[src/rtl/amap_pkg.sv]
package amap_pkg;

  typedef enum logic [1:0] {
    CFG_WIN_BASE   = 2'd0,
    CFG_WIN_LEN    = 2'd1,
    CFG_CODE_BASE  = 2'd2,
    CFG_CODE_LIMIT = 2'd3
  } cfg_sel_e;

  typedef enum logic {
    WST_IDLE = 1'b0,
    WST_WAIT = 1'b1
  } wait_state_e;

  localparam int unsigned DEF_WIN_BASE   = 32'h000F_1000;
  localparam int unsigned DEF_WIN_LEN    = 32'h0000_7000;
  localparam int unsigned DEF_CODE_BASE  = 32'h0000_1000;
  localparam int unsigned DEF_CODE_LIMIT = 32'h0010_0000;

  localparam int unsigned HOLE_BASE  = 32'h000F_0000;
  localparam int unsigned HOLE_SIZE  = 32'h0000_1000;
  localparam int unsigned FETCH_TOP  = 32'h000F_0000;

  localparam logic [7:0] FILL_FETCH = 8'hFF;
  localparam logic [7:0] FILL_HOLE  = 8'h11;

endpackage

[src/rtl/amap_cfg_regs.sv]
module amap_cfg_regs
  import amap_pkg::*;
#(
  parameter int AW = 20
) (
  input  logic          clk,
  input  logic          rst_n,
  input  logic          wr_en,
  input  cfg_sel_e      sel,
  input  logic [AW:0]   wdata,
  output logic [AW-1:0] win_base,
  output logic [AW:0]   win_len,
  output logic [AW-1:0] code_base,
  output logic [AW:0]   code_limit
);

  logic [AW-1:0] win_base_q,  win_base_d;
  logic [AW:0]   win_len_q,   win_len_d;
  logic [AW-1:0] code_base_q, code_base_d;
  logic [AW:0]   code_lim_q,  code_lim_d;

  always_comb begin
    win_base_d  = win_base_q;
    win_len_d   = win_len_q;
    code_base_d = code_base_q;
    code_lim_d  = code_lim_q;
    case (sel)
      CFG_WIN_BASE:   win_base_d  = wdata[AW-1:0];
      CFG_WIN_LEN:    win_len_d   = {1'b0, wdata[AW-1:0]};
      CFG_CODE_BASE:  code_base_d = wdata[AW-1:0];
      CFG_CODE_LIMIT: code_lim_d  = wdata;
      default: ;
    endcase
  end

  always_ff @(posedge clk or negedge rst_n) begin
    if (!rst_n) begin
      win_base_q  <= AW'(DEF_WIN_BASE);
      win_len_q   <= (AW+1)'(DEF_WIN_LEN);
      code_base_q <= AW'(DEF_CODE_BASE);
      code_lim_q  <= (AW+1)'(DEF_CODE_LIMIT);
    end else if (wr_en) begin
      win_base_q  <= win_base_d;
      win_len_q   <= win_len_d;
      code_base_q <= code_base_d;
      code_lim_q  <= code_lim_d;
    end
  end

  assign win_base   = win_base_q;
  assign win_len    = win_len_q;
  assign code_base  = code_base_q;
  assign code_limit = code_lim_q;

endmodule

[src/rtl/amap_xlate.sv]
module amap_xlate
  import amap_pkg::*;
#(
  parameter int AW       = 20,
  parameter int DW       = 8,
  parameter int BANK_BIT = 16
) (
  input  logic [AW-1:0] addr,
  input  logic          fetch,
  input  logic          write,
  input  logic          bank_sel,
  input  logic          periph_claim,
  input  logic [AW-1:0] win_base,
  input  logic [AW:0]   win_len,
  input  logic [AW-1:0] code_base,
  input  logic [AW:0]   code_limit,
  input  logic [DW-1:0] mem_rdata,
  output logic [AW-1:0] mem_addr,
  output logic          hit,
  output logic [DW-1:0] rd_data
);

  localparam int EW = AW + 2;
  localparam logic [EW-1:0] HOLE_LO  = EW'(HOLE_BASE);
  localparam logic [EW-1:0] HOLE_HI  = EW'(HOLE_BASE + HOLE_SIZE);
  localparam logic [EW-1:0] FETCH_HI = EW'(FETCH_TOP);

  logic [EW-1:0] addr_x, base_x, end_x, lim_x, mapped_x;
  logic [AW-1:0] offset, moved;
  logic          in_win, fetch_fill, hole_fill;

  always_comb begin
    addr_x = EW'(addr);
    base_x = EW'(win_base);
    end_x  = base_x + EW'(win_len);
    lim_x  = EW'(code_limit);

    in_win = !fetch && (addr_x >= base_x) && (addr_x < end_x);

    offset = addr - win_base;
    moved  = offset + code_base;
    if (bank_sel) moved[BANK_BIT] = 1'b1;

    mem_addr = in_win ? moved : addr;
    hit      = in_win;

    mapped_x   = EW'(mem_addr);
    fetch_fill = fetch && (addr_x >= lim_x) && (addr_x < FETCH_HI);
    hole_fill  = !fetch && !write && !periph_claim &&
                 (mapped_x >= HOLE_LO) && (mapped_x < HOLE_HI);

    if (fetch_fill)     rd_data = DW'(FILL_FETCH);
    else if (hole_fill) rd_data = DW'(FILL_HOLE);
    else                rd_data = mem_rdata;
  end

endmodule

[src/rtl/amap_wait.sv]
module amap_wait
  import amap_pkg::*;
#(
  parameter int WAIT_CLKS = 3,
  parameter int CW        = $clog2(WAIT_CLKS + 1)
) (
  input  logic clk,
  input  logic rst_n,
  input  logic req_valid,
  input  logic need_wait,
  output logic ready,
  output logic idle
);

  wait_state_e   st_q, st_d;
  logic [CW-1:0] cnt_q, cnt_d;
  logic          start, step;

  assign start = req_valid && need_wait;

  always_comb begin
    st_d  = st_q;
    cnt_d = cnt_q;
    ready = 1'b1;
    case (st_q)
      WST_IDLE: begin
        ready = !start;
        if (start) begin
          st_d  = WST_WAIT;
          cnt_d = CW'(WAIT_CLKS - 1);
        end
      end
      WST_WAIT: begin
        ready = (cnt_q == '0);
        if (cnt_q == '0) st_d  = WST_IDLE;
        else             cnt_d = cnt_q - 1'b1;
      end
      default: st_d = WST_IDLE;
    endcase
  end

  assign step = (st_q == WST_WAIT) || start;

  always_ff @(posedge clk or negedge rst_n) begin
    if (!rst_n) begin
      st_q  <= WST_IDLE;
      cnt_q <= '0;
    end else if (step) begin
      st_q  <= st_d;
      cnt_q <= cnt_d;
    end
  end

  assign idle = (st_q == WST_IDLE);

endmodule

[src/rtl/mirror_window_mapper.sv]
module mirror_window_mapper
  import amap_pkg::*;
#(
  parameter int AIN       = 24,
  parameter int AW        = 20,
  parameter int DW        = 8,
  parameter int WAIT_CLKS = 3,
  parameter int BANK_BIT  = 16
) (
  input  logic                           clk,
  input  logic                           rst_n,
  input  logic                           cfg_we,
  input  logic [1:0]                     cfg_sel,
  input  logic [AW:0]                    cfg_wdata,
  input  logic                           bank_sel,
  input  logic                           req_valid,
  input  logic                           req_fetch,
  input  logic                           req_write,
  input  logic [AIN-1:0]                 req_addr,
  input  logic                           periph_claim,
  input  logic [DW-1:0]                  mem_rdata,
  output logic [AW-1:0]                  mem_addr,
  output logic                           mirror_hit,
  output logic [$clog2(WAIT_CLKS+1)-1:0] wait_cnt,
  output logic [DW-1:0]                  rd_data,
  output logic                           ready
);

  localparam int WCW = $clog2(WAIT_CLKS + 1);

  logic [1:0]    rst_sync_q;
  logic          rst_int_n;
  logic [AW-1:0] addr_m;
  logic          unused_hi;
  logic [AW-1:0] win_base, code_base;
  logic [AW:0]   win_len, code_limit;
  logic          hit, mirror_rd, idle, cfg_take;

  always_ff @(posedge clk or negedge rst_n) begin
    if (!rst_n) rst_sync_q <= 2'b00;
    else        rst_sync_q <= {rst_sync_q[0], 1'b1};
  end
  assign rst_int_n = rst_sync_q[1];

  generate
    if (AIN > AW) begin : g_mask
      assign addr_m    = req_addr[AW-1:0];
      assign unused_hi = ^req_addr[AIN-1:AW];
    end else begin : g_nomask
      assign addr_m    = AW'(req_addr);
      assign unused_hi = 1'b0;
    end
  endgenerate

  assign cfg_take = cfg_we && idle && !req_valid;

  amap_cfg_regs #(.AW(AW)) u_cfg (
    .clk        (clk),
    .rst_n      (rst_int_n),
    .wr_en      (cfg_take),
    .sel        (cfg_sel_e'(cfg_sel)),
    .wdata      (cfg_wdata),
    .win_base   (win_base),
    .win_len    (win_len),
    .code_base  (code_base),
    .code_limit (code_limit)
  );

  amap_xlate #(.AW(AW), .DW(DW), .BANK_BIT(BANK_BIT)) u_xlate (
    .addr         (addr_m),
    .fetch        (req_fetch),
    .write        (req_write),
    .bank_sel     (bank_sel),
    .periph_claim (periph_claim),
    .win_base     (win_base),
    .win_len      (win_len),
    .code_base    (code_base),
    .code_limit   (code_limit),
    .mem_rdata    (mem_rdata),
    .mem_addr     (mem_addr),
    .hit          (hit),
    .rd_data      (rd_data)
  );

  assign mirror_rd = hit && !req_write;

  amap_wait #(.WAIT_CLKS(WAIT_CLKS)) u_wait (
    .clk       (clk),
    .rst_n     (rst_int_n),
    .req_valid (req_valid),
    .need_wait (mirror_rd),
    .ready     (ready),
    .idle      (idle)
  );

  assign mirror_hit = hit;
  assign wait_cnt   = mirror_rd ? WCW'(WAIT_CLKS) : '0;

endmodule

[config.mk]
export PLATFORM = sky130hd
export DESIGN_NAME = mirror_window_mapper
export DESIGN_NICKNAME = d
export VERILOG_FILES = /design/src/rtl/amap_pkg.sv /design/src/rtl/amap_cfg_regs.sv /design/src/rtl/amap_xlate.sv /design/src/rtl/amap_wait.sv /design/src/rtl/mirror_window_mapper.sv
export SDC_FILE = /design/constraint.sdc
export NUM_CORES = 1
export LEC_CHECK = 0
export BUFFER_PORTS_ARGS = -buffer_cell sky130_fd_sc_hd__clkbuf_2
export CORE_MARGIN = 2
export CORE_UTILIZATION = 45
export DETAILED_ROUTE_END_ITERATION = 8
export SLEW_MARGIN = 20
export SYNTH_ARGS = -nofsm -noshare
export SYNTH_HDL_FRONTEND = slang
export SYNTH_SLANG_ARGS = --single-unit
[constraint.sdc]
create_clock -name clk -period 14.9 [get_ports clk]
set_input_delay 2.235 -clock clk [delete_from_list [all_inputs] [get_ports clk]]
set_output_delay 2.235 -clock clk [all_outputs]
set_load 0.005 [all_outputs]
======== After elaboration in Yosys (flattened, before gate mapping) ========
Cells that the tools add are included.
Widths: inputs -> output; s select.
storage, ports and cells
  flip-flop bits (word level) ............. 86
cells by class
  add/sub/neg operators ................... 4
  equal/unequal tests ..................... 5
  magnitude comparators ................... 6
  reduce and logical (&&, ||, !) cells .... 25
  multiplexer cells ....................... 12
  bitwise gates (word level) .............. 1
operators by type and width
  kind                  number
  $lt 20x20->1 const B  2
  $lt 20x22->1          1
  $add 20x20->21        1
  $ge 20x21->1          1
  $add 20x20->20        1
  $ge 20x20->1          1
  $ge 20x20->1 const B  1
  $mux 20               1
  $sub 20x20->20        1
  $mux 8                2
  $logic_and 1x1->1     12
  $reduce_and 2->1      4
  $mux 2                3
  $logic_not 1->1       5
  $eq 2x2->1 const B    2
  $logic_not 2->1       2
  $pmux 1 s2            2
  $pmux 2 s2            1
  $mux 1                3
  $reduce_and 3->1      1
  $eq 2x1->1 const B    1
  $ne 2x1->1 const B    1
  $ne 2x2->1 const B    1
  $sub 2x1->2 const B   1
  2 further kinds       2

======== Logic depth before layout (Yosys ltp) ========
Gate-level depths: netlist of run 1.
  depth in word-level cells ............... 9
  mapped depth ............................ 20

======== Hierarchy ========
Synthesis of run 1 repeated with hierarchy kept, for this count alone.
second synthesis, totals
  cells, all modules ...................... 798
  area total of the unflattened synthesis .. 7900.1 sq um
modules (own cells, without submodules)
  module                times used  seq. area each (sq um)  cells an instance  area each (sq um)
  amap_xlate            1           0.0                     600                4518.1
  amap_cfg_regs         1           2039.5                  176                3128.0
  amap_wait             1           75.1                    15                 170.2
  mirror_window_mapper  1           50.0                    7                  83.8

======== Worst setup path after synthesis of run 1 ========
No wires, ideal clock.
  kind .................................... input to output
  start ................................... input port req_addr[1]
  end ..................................... output port rd_data[0]
  path slack .............................. 7.465 ns
  data arrival time ....................... 5.200 ns
  buffers on the path ..................... 0
  cell stages on the path ................. 12
  required time ........................... 12.665 ns
  cells stage by stage .................... inv_1 -> fa_1 -> inv_1 -> fa_1 -> a211oi_1 -> o311ai_1 -> a211oi_1 -> nor2_1 -> a311oi_1 -> nand4b_1 -> nor4_2 -> or4_1
on the way
  longest elaborated chain between the ends .. 9
  elaborated cells on any way between the ends .. 18
  those cells by class .................... add/sub: 2; order compare: 6; mux: 4; reduce/logical: 6
RTL lines
  item                                                        line                                source
  start, declared                                             mirror_window_mapper.sv:19          input logic [AIN-1:0] req_addr,
  $sub 20x20->20 / $ge 20x20->1 (equally long branches)       amap_xlate.sv:40, amap_xlate.sv:38
  $add 20x20->20 / $logic_and 1x1->1 (equally long branches)  amap_xlate.sv:41, amap_xlate.sv:38
  $mux 1 / $logic_and 1x1->1 (equally long branches)          amap_xlate.sv:42, amap_xlate.sv:38
  $mux 20                                                     amap_xlate.sv:44                    mem_addr = in_win ? moved : addr;
  $ge 20x20->1                                                amap_xlate.sv:50                    (mapped_x >= HOLE_LO) && (mapped_x < HOLE_HI);
  $logic_and 1x1->1                                           amap_xlate.sv:49                    hole_fill = !fetch && !write && !periph_claim &&
  $logic_and 1x1->1                                           amap_xlate.sv:50
  $mux 8                                                      amap_xlate.sv:53                    else if (hole_fill) rd_data = DW'(FILL_HOLE);
  $mux 8 (*)                                                  amap_xlate.sv:52                    if (fetch_fill) rd_data = DW'(FILL_FETCH);
  end, declared                                               mirror_window_mapper.sv:25          output logic [DW-1:0] rd_data,
Every way passes the cells marked *; elsewhere a longest branch is shown, timed or not.

======== Worst setup path after layout of run 1 ========
  start ................................... input port req_addr[1]
  end ..................................... output port rd_data[4]
Same word-level chain as after synthesis.

==> run_results.csv, run 1 <==
group,metric,value,unit
drt,wl_met3,655,um
synth,syn_area,7625,um2
timing,finalCritPeriodShare,0.5856,
clocking,clkSinkCount,86,
timing,max-slew-margin-rel,0.5320,
timing,setup_viol,0,
synth,syn_nets,1021,
synth,synthTopCellsByArea,"dfrtp_1 (25%), ha_1 (16%), mux2_2 (10%)",
synth,avgSynthCellArea,9.099,um2
timing,grt_setup_unrepaired,"false",
synth,synth-simple-area-share,0.1252,
floorplan,coreArea,16580,um2
setup_path,path_cells,"clkbuf_2 > inv_1 > fa_1 > inv_1 > fa_1 > a211oi_1 > o311ai_1 > a211oi_1 > nor2_1 > a311oi_1 > nand4b_1 > nor4_2 > or4_1 > clkbuf_2",
synth,synth_edf_count,0,
synth,synthAdderAreaFrac,0.2166,
drt,first_iter_violations,260,
setup_path,crit_cells,14,
synth,yosysMostFrequentCell,"inv_1",
floorplan,num_io_pins,95,
setup_path,cp_max_fo,8,
timing,tns,0,ps
placement,io_buffers,90,
synth,synth_compound_area_frac,0.1565,
drt,ant_nets,0,
synth,synth_top_area_share,0.2494,
synth,synthFlopType,"dfrtp_1",
synth,yosysTopAreaCell,"dfrtp_1",
clocking,cts.repair.resized,0,
floorplan,die-area,18000,um2
drt,vias_per_cell,5.329,
drt,top_layer_used,"met4",
placement,dp_hpwl,15200,um
drt,drc,0,
drt,firstDrtPassIters,5,
synth,yosys_register_bits,86,
setup_path,r2r_cells,17,
finish,fin_nets,1108,
finish,antenna_cells,0,
timing,slew_violations,0,
finish,area.growth.synth_to_final,12.73,%
drt,wl_met2,8081,um
floorplan,dieHeight,134.2,um
finish,drive_gt1_frac,0.2194,
setup_path,critPathRequiredTime,12660,ps
setup_path,reg2reg_slack,9980,ps
clocking,cts_max_path_buffers,2,
setup_path,crit_path_top_delay_cell,"a211oi_1",
placement,gp_congestion,0.8774,
timing,fin_crit,8725,ps
synth,synth_top_family_by_area,"adder cells",
timing,clock_skew,10.40,ps
setup_path,crit_type,"in2out",
drt,avgRoutedWirePerCell,16.58,um
clocking,clock_latency,340,ps
synth,ys_types,67,
synth,synth_xor_area_frac,0.03216,
timing,worst_slew_pin_slew,696.2,ps
outcome,outcome,"finished, final reports clean",
clocking,clk_pin_slew_worst_paths,70,ps
clocking,htreeDepth,3,
power,leakagePower,4.320,nW
clocking,cts_hold_buf,0,
drt,via_count,6128,
grt,grt_pass1_wl,31250,um
grt,track_usage,0.2217,
setup_path,critPathTopFamily,"compound AO/OA/AOI/OAI gates",
timing,max_freq,114.6,MHz
clocking,postCtsSetupBuffers,0,
grt,grt_pass1_vias,5960,
flow_run,maxCapViolCount,0,
setup_path,path_buf_inv,4,
synth,synthArstFlopShare,1.000,
synth,synth_common_cells,"inv_1 (135), ha_1 (100), dfrtp_1 (76)",
power,vdd.ir_drop.worst,0.08527,mV
clocking,cts_root_buffer,"clkbuf_16",
setup_path,end_kind,"primary output",
min_path,hp-class,"reg2async",
synth,yosysWarnings,0,
synth,seq_area_frac_synth,0.2839,
floorplan,rows,47,
synth,netlist_instances,838,
drt,wl,19070,um
timing,report.final.hold_viol_count,0,
clocking,cts_tree,"yes",
finish,fill_cells,1625,
setup_path,arrival,6490,ps
clocking,cts_buffers,9,
grt,grt_antenna_before_repair,0,
drt,wl_met1,10090,um
setup_path,startpoint_type,"input port",
power,finalPower,2.167,mW
setup_path,cpPeakStageDelay,660,ps
floorplan,dieWidth,134.2,um
synth,muxShareOfSynthArea,0.1072,
floorplan,initial_utilization,0.4598,
grt,grt_max_degree,44,
grt,overflow,0,
power,p_per_area,252.1,nW/um2
==> sequential cells by signal, summed over array words and instances, names as in the netlist <==
signal            count
rst_sync_q            2
u_cfg.code_base      20
u_cfg.code_limit     21
u_cfg.win_base       20
u_cfg.win_len        20
u_wait.cnt_q          2
u_wait.st_q           1
==> routing by layer <==
layer,vias to the layer above,global-route usage
met4,0,0.05205
li1,3096,-
met1,2895,0.3398
met2,120,0.3322
met5,-,0
met3,17,0.02797
==> layout make-up <==
cell class | count | area (um2) | share of cell area
repair buffers | 97 | 503.0 | 0.05852
clock inverters | 5 | 36.28 | 0.004221
multi-input cells | 596 | 4873 | 0.5670
clock buffers | 11 | 232.7 | 0.02707
well taps | 220 | 275.3 | 0.03202
flip-flops and latches | 86 | 2168 | 0.2523
inverters | 135 | 506.7 | 0.05895
==> placed cells by master (no fill, tap or decap), types with 11 or more instances in the layout <==
master / Yosys / routed
a21o_1: 19 / 19
a21oi_1: 56 / 56
clkbuf_2: 0 / 90
dfrtp_1: 76 / 75
fa_1: 20 / 20
ha_1: 100 / 100
inv_1: 135 / 135
mux2_2: 69 / 69
nand2_1: 57 / 57
nand4_1: 11 / 11
nor2_1: 45 / 44
nor3_1: 17 / 16
o21ai_0: 52 / 52
xor2_1: 20 / 20
==> cell families (layout without fill, tap and decap cells) <==
| group | Yosys count | count (layout) |
|---|---|---|
| AO/OA/AOI/OAI | 183 | 183 |
| buffers and inverters | 156 | 248 |
| multiplexers | 73 | 73 |
| other | 1 | 1 |
| flip-flops | 86 | 86 |
| XOR/XNOR | 28 | 28 |
| AND/OR/NAND/NOR | 191 | 191 |
| adder cells (fa/ha/maj) | 120 | 120 |
==> power by group <==
part | switching (mW) | leakage, nW | total, mW | internal (mW)
logic | 0.880 | 3.18 | 1.56 | 0.679
clock network | 0.0939 | 0.122 | 0.207 | 0.113
registers | 0.0662 | 1.01 | 0.401 | 0.335
==> final timing paths <==
check	startpoint	endpoint
max	req_addr[1]	rd_data[4]
min	rst_sync_q[1]	u_cfg.code_base[2]
max reg2reg	u_cfg.win_base[4]	u_wait.cnt_q[0]
min reg2reg	rst_sync_q[1]	u_cfg.code_base[2]
max in group asynchronous	rst_n	rst_sync_q[1]
min in group clk	rst_sync_q[0]	rst_sync_q[1]
==> worst reg2reg max path: stages (launching register included) <==
cell,delay (ps)
dfrtp_1,430
ha_1,230
or3_1,430
nand3_1,100
o21ai_0,110
o31ai_1,440
a21oi_1,190
o41ai_1,550
mux2i_1,260
o2111a_1,240
ha_1,240
and4_1,200
nand3_1,100
nor2_1,70
a2111oi_2,400
o32ai_4,250
o41ai_2,420
mux2i_1,130
==> through the flow <==
stage / util / std cells / instance area, um2 / hold WS, ps / setup WS, ps
after detailed placement: 0.5021 / 1134 / 8327 / 341.7 / 6268
final: 0.5183 / 1150 / 8596 / 314.7 / 6175
after floorplan: - / 838 / 7625 / 331.2 / 7465
after global placement: 0.5021 / 1134 / 8327 / 333.1 / 6220
after global routing: 0.5183 / 1150 / 8596 / 372.4 / 5886
after CTS: 0.5183 / 1150 / 8596 / 349.6 / 6242
(Power assumes the default switching activity.)
==> run 2: changes to the inputs <==
Clock period 14.9 ns to 8.9 ns, I/O delays scaled along.
==> run 2 against run 1 <==
Effect of this change:
- worst hold slack got worse by 2.0 ps
- sequential power increased by 68%
- via count increased by 0.55%
==> run_results.csv, run 2 (synthesis gave the netlist of run 1 again) <==
group,metric,value,unit
floorplan,dieWidth,134.2,um
clocking,postCtsSetupBuffers,0,
clocking,cts_buffers,9,
grt,grt_pass1_vias,5906,
finish,largest_register_ff_count,21,
min_path,hp-class,"reg2async",
clocking,clock_latency,340,ps
timing,max_freq,140.1,MHz
placement,io_buffers,90,
timing,clock_skew,8.922,ps
flow_run,maxCapViolCount,0,
power,p_per_area,428.1,nW/um2
drt,wl,19300,um
finish,final_cell_mix,"inv_1 (135), ha_1 (100), clkbuf_2 (90)",
timing,setup_viol,0,
floorplan,rows,47,
power,finalPower,3.704,mW
finish,fin_nets,1108,
drt,avgRoutedWirePerCell,16.78,um
timing,tns,0,ps
timing,report.final.hold_viol_count,0,
timing,fin_crit,7137,ps
outcome,outcome,"finished, final reports clean",
drt,vias_per_cell,5.358,
finish,postLayoutCoreUtil,0.5217,
clocking,clkSinkCount,86,
setup_path,cp_max_fo,23,
drt,via_count,6162,
grt,grt_max_degree,45,
setup_path,arrival,5800,ps
clocking,cts_max_path_buffers,2,
drt,drc,0,
grt,grt_pass1_wl,31070,um
finish,area.growth.synth_to_final,13.46,%
grt,track_usage,0.2218,
placement,gp_congestion,0.8605,
setup_path,startpoint_type,"flip-flop",
clocking,cts.repair.resized,0,
grt,grt_antenna_before_repair,0,
clocking,clk_pin_slew_worst_paths,70,ps
timing,max-slew-margin-rel,0.3606,
timing,finalCritPeriodShare,0.8019,
finish,layout_commonest_cell,"inv_1",
floorplan,num_io_pins,95,
clocking,cts_hold_buf,0,
power,leakagePower,4.354,nW
setup_path,critPathRequiredTime,7570,ps
finish,drive_gt1_frac,0.2204,
setup_path,end_kind,"primary output",
floorplan,die-area,18000,um2
drt,first_iter_violations,284,
floorplan,dieHeight,134.2,um
setup_path,crit_type,"reg2out",
timing,worst_slew_pin_slew,959.0,ps
timing,grt_setup_unrepaired,"false",
finish,antenna_cells,0,
timing,slew_violations,0,
placement,dp_hpwl,15310,um
clocking,cts_tree,"yes",
floorplan,coreArea,16580,um2
setup_path,reg2reg_slack,3470,ps
clocking,cts_root_buffer,"clkbuf_16",
grt,overflow,0,
power,vdd.ir_drop.worst,0.1407,mV
clocking,htreeDepth,3,
drt,firstDrtPassIters,4,
timing,hold_slack,312.7,ps
finish,fill_cells,1598,
floorplan,initial_utilization,0.4598,
drt,ant_nets,0,
-- run 2: layer usage --
layer / wire (um) / track usage / up-vias
met5: 0 / 0 / -
met4: 275 / 0.05906 / 0
met3: 738 / 0.02343 / 17
met2: 8184 / 0.3325 / 125
met1: 10100 / 0.3398 / 2932
li1: - / - / 3088
-- run 2: metrics by stage --
step / cell area [um2] / cells / setup slack, ps
floorplan: 7625 / 838 / 3159
global placement: 8327 / 1134 / 2008
detailed placement: 8327 / 1134 / 2010
CTS: 8651 / 1150 / 1775
global route: 8651 / 1150 / 1382
finish: 8651 / 1150 / 1763
-- run 2: layout make-up --
cell class / count / area (um2) / share of cell area
multi-input cells: 596 / 4873 / 0.5633
flip-flops and latches: 86 / 2168 / 0.2507
inverters: 135 / 506.7 / 0.05858
repair buffers: 97 / 503.0 / 0.05814
well taps: 220 / 275.3 / 0.03182
clock buffers: 11 / 242.7 / 0.02806
clock inverters: 5 / 81.33 / 0.009401
-- run 2: critical path, cell delays in order (launching register included) --
cell and delay, ps:
dfrtp_1 420, ha_1 220, inv_1 70, fa_1 220
nand2b_1 170, a21oi_1 110, o221a_1 280, o311a_1 340
o31a_1 280, o41ai_2 340, nor4bb_1 340, nor3_1 100
ha_1 300, and4_1 190, nand3_1 100, nor2_1 150
a2111oi_2 100, o32ai_4 850, buf_4 390, mux2_2 360
clkbuf_2 110
-- run 2: power breakdown --
group          leakage (nW)  switching [mW]  internal, mW  total [mW]
combinational          3.18            1.48          1.14        2.61
sequential             1.01           0.114         0.560       0.674
clock                 0.156           0.161         0.254       0.415
-- run 2: final timing paths --
kind / cells past startpoint / startpoint / to
max: 20 / u_cfg.win_base[0] / mem_addr[1]
min: 0 / rst_sync_q[1] / u_cfg.code_limit[1]
max reg2reg: 20 / u_cfg.win_base[0] / u_wait.cnt_q[1]
min reg2reg: 0 / rst_sync_q[1] / u_cfg.code_limit[1]
max in group asynchronous: 1 / rst_sync_q[1] / u_cfg.win_len[15]
min in group clk: 0 / rst_sync_q[0] / rst_sync_q[1]
==> run 3: changes to the inputs <==
Clock period 8.9 ns to 7.15 ns, I/O delays scaled along.
==> run 3 against run 2 <==
Effect of this change:
- core utilization fell by 0.11 points
- clock skew is 0.98 ps higher
- wire length fell by 0.28%
- combinational power increased by 25%
- flip-flop and latch count did not move
- non-clock buffer count rose by 2
==> run_results.csv, run 3 (synthesis gave the netlist of run 1 again) <==
group,metric,value,unit
outcome,outcome,"finished, final reports clean",
clocking,cts.repair.resized,0,
clocking,clock_latency,350,ps
grt,grt_antenna_before_repair,0,
timing,tns,0,ps
drt,drc,0,
clocking,cts_buffers,9,
setup_path,critPathRequiredTime,6080,ps
timing,max-slew-margin-rel,0.5043,
grt,track_usage,0.2234,
finish,drive_gt1_frac,0.2221,
clocking,cts_tree,"yes",
drt,first_iter_violations,331,
clocking,cts_hold_buf,0,
setup_path,end_kind,"primary output",
setup_path,cp_max_fo,21,
clocking,cts_max_path_buffers,2,
drt,via_count,6181,
finish,antenna_cells,0,
timing,grt_setup_unrepaired,"false",
placement,gp_congestion,0.8596,
grt,overflow,0,
timing,fin_crit,6588,ps
grt,grt_pass1_wl,31440,um
timing,setup_viol,0,
setup_path,crit-reg2reg-launch,"u_cfg.win_base[0]",
timing,report.final.hold_viol_count,0,
drt,vias_per_cell,5.365,
power,vdd.ir_drop.worst,0.1903,mV
drt,ant_nets,0,
finish,largest_register_ff_count,21,
clocking,clkSinkCount,86,
finish,area.growth.synth_to_final,13.23,%
power,p_per_area,530.0,nW/um2
finish,final_cell_mix,"inv_1 (135), ha_1 (100), clkbuf_2 (90)",
timing,max_freq,151.8,MHz
setup_path,crit_type,"reg2out",
min_path,hp-class,"reg2async",
timing,slew_violations,0,
timing,clock_skew,9.904,ps
drt,wl,19250,um
floorplan,num_io_pins,95,
floorplan,initial_utilization,0.4598,
finish,fin_nets,1110,
clocking,htreeDepth,3,
floorplan,dieHeight,134.2,um
clocking,cts_root_buffer,"clkbuf_16",
timing,worst_slew_pin_slew,739.1,ps
floorplan,rows,47,
clocking,clk_pin_slew_worst_paths,70,ps
timing,finalCritPeriodShare,0.9214,
setup_path,startpoint_type,"flip-flop",
floorplan,die-area,18000,um2
grt,grt_max_degree,45,
drt,firstDrtPassIters,5,
setup_path,arrival,5520,ps
grt,grt_pass1_vias,5951,
power,leakagePower,4.341,nW
clocking,postCtsSetupBuffers,0,
placement,io_buffers,90,
drt,avgRoutedWirePerCell,16.71,um
finish,layout_commonest_cell,"inv_1",
placement,dp_hpwl,15330,um
floorplan,dieWidth,134.2,um
setup_path,startpoint,"u_cfg.win_base[0]",
floorplan,coreArea,16580,um2
flow_run,maxCapViolCount,0,
power,finalPower,4.576,mW
run 3: cell types whose count changed in the layout (fill, tap and decap cells not counted), sizes merged:
cell / previous run / this run
bufinv: 2 / 1
clkbuf: 101 / 100
inv: 136 / 135
buf: 7 / 9
clkinvlp: 1 / 3
clkinv: 1 / 2
run 3: final timing paths:
path                                       end  slack [ps]  depth (start not counted)
setup / recovery                    rd_data[0]         560                         21
hold / removal             u_cfg.code_limit[1]         310                          0
setup reg to reg               u_wait.cnt_q[0]        2090                         20
hold reg to reg            u_cfg.code_limit[1]         310                          0
max in group asynchronous    u_cfg.win_len[12]        5860                          1
min in group clk                 rst_sync_q[1]         360                          0
run 3: layout make-up:
cell class	count	area [um2]
fillers	1652	7950
multi-input cells	596	4873
flip-flops and latches	86	2168
repair buffers	99	518.0
inverters	135	506.7
well taps	220	275.3
clock buffers	10	229.0
clock inverters	6	62.56
run 3: power breakdown:
part | total (mW) | leakage (nW) | internal [mW] | switching, mW
registers | 0.836 | 1.01 | 0.698 | 0.139
logic | 3.27 | 3.19 | 1.43 | 1.84
clock network | 0.470 | 0.134 | 0.270 | 0.200
total | 4.58 | 4.34 | 2.40 | 2.18
run 3: worst max-delay path: stages (launching register included):
cell and delay (ps):
dfrtp_1 410, ha_1 220, inv_1 70, fa_1 210, nand2b_1 150, a21oi_1 120, o221a_1 290, o311a_1 340
o31a_1 280, o41ai_2 380, nor4bb_1 340, nor3_1 90, ha_1 300, and4_1 190, nand3_1 100, nor2_1 150
a2111oi_2 100, o32ai_4 390, buf_4 310, nor4b_4 430, or4_1 180, clkbuf_2 110
run 3: stage by stage:
stage               utilization  area (um2)  worst slack (ps)  std cells  hold slack (ps)
finish                   0.5206        8633             561.8       1152            312.4
global placement         0.5030        8342             854.3       1136            333.1
detailed placement       0.5030        8342             869.4       1136            336.0
floorplan                     -        7625              1671        838            331.2
global route             0.5206        8633             154.5       1152            367.6
CTS                      0.5206        8633             552.4       1152            344.4
run 3: routing by layer:
metal / vias up / share of wire / global-route usage
li1: 3100 / - / -
met1: 2911 / 0.52 / 0.3429
met2: 154 / 0.42 / 0.3342
met3: 16 / 0.045 / 0.02986
met4: 0 / 0.014 / 0.05029
met5: - / 0 / 0
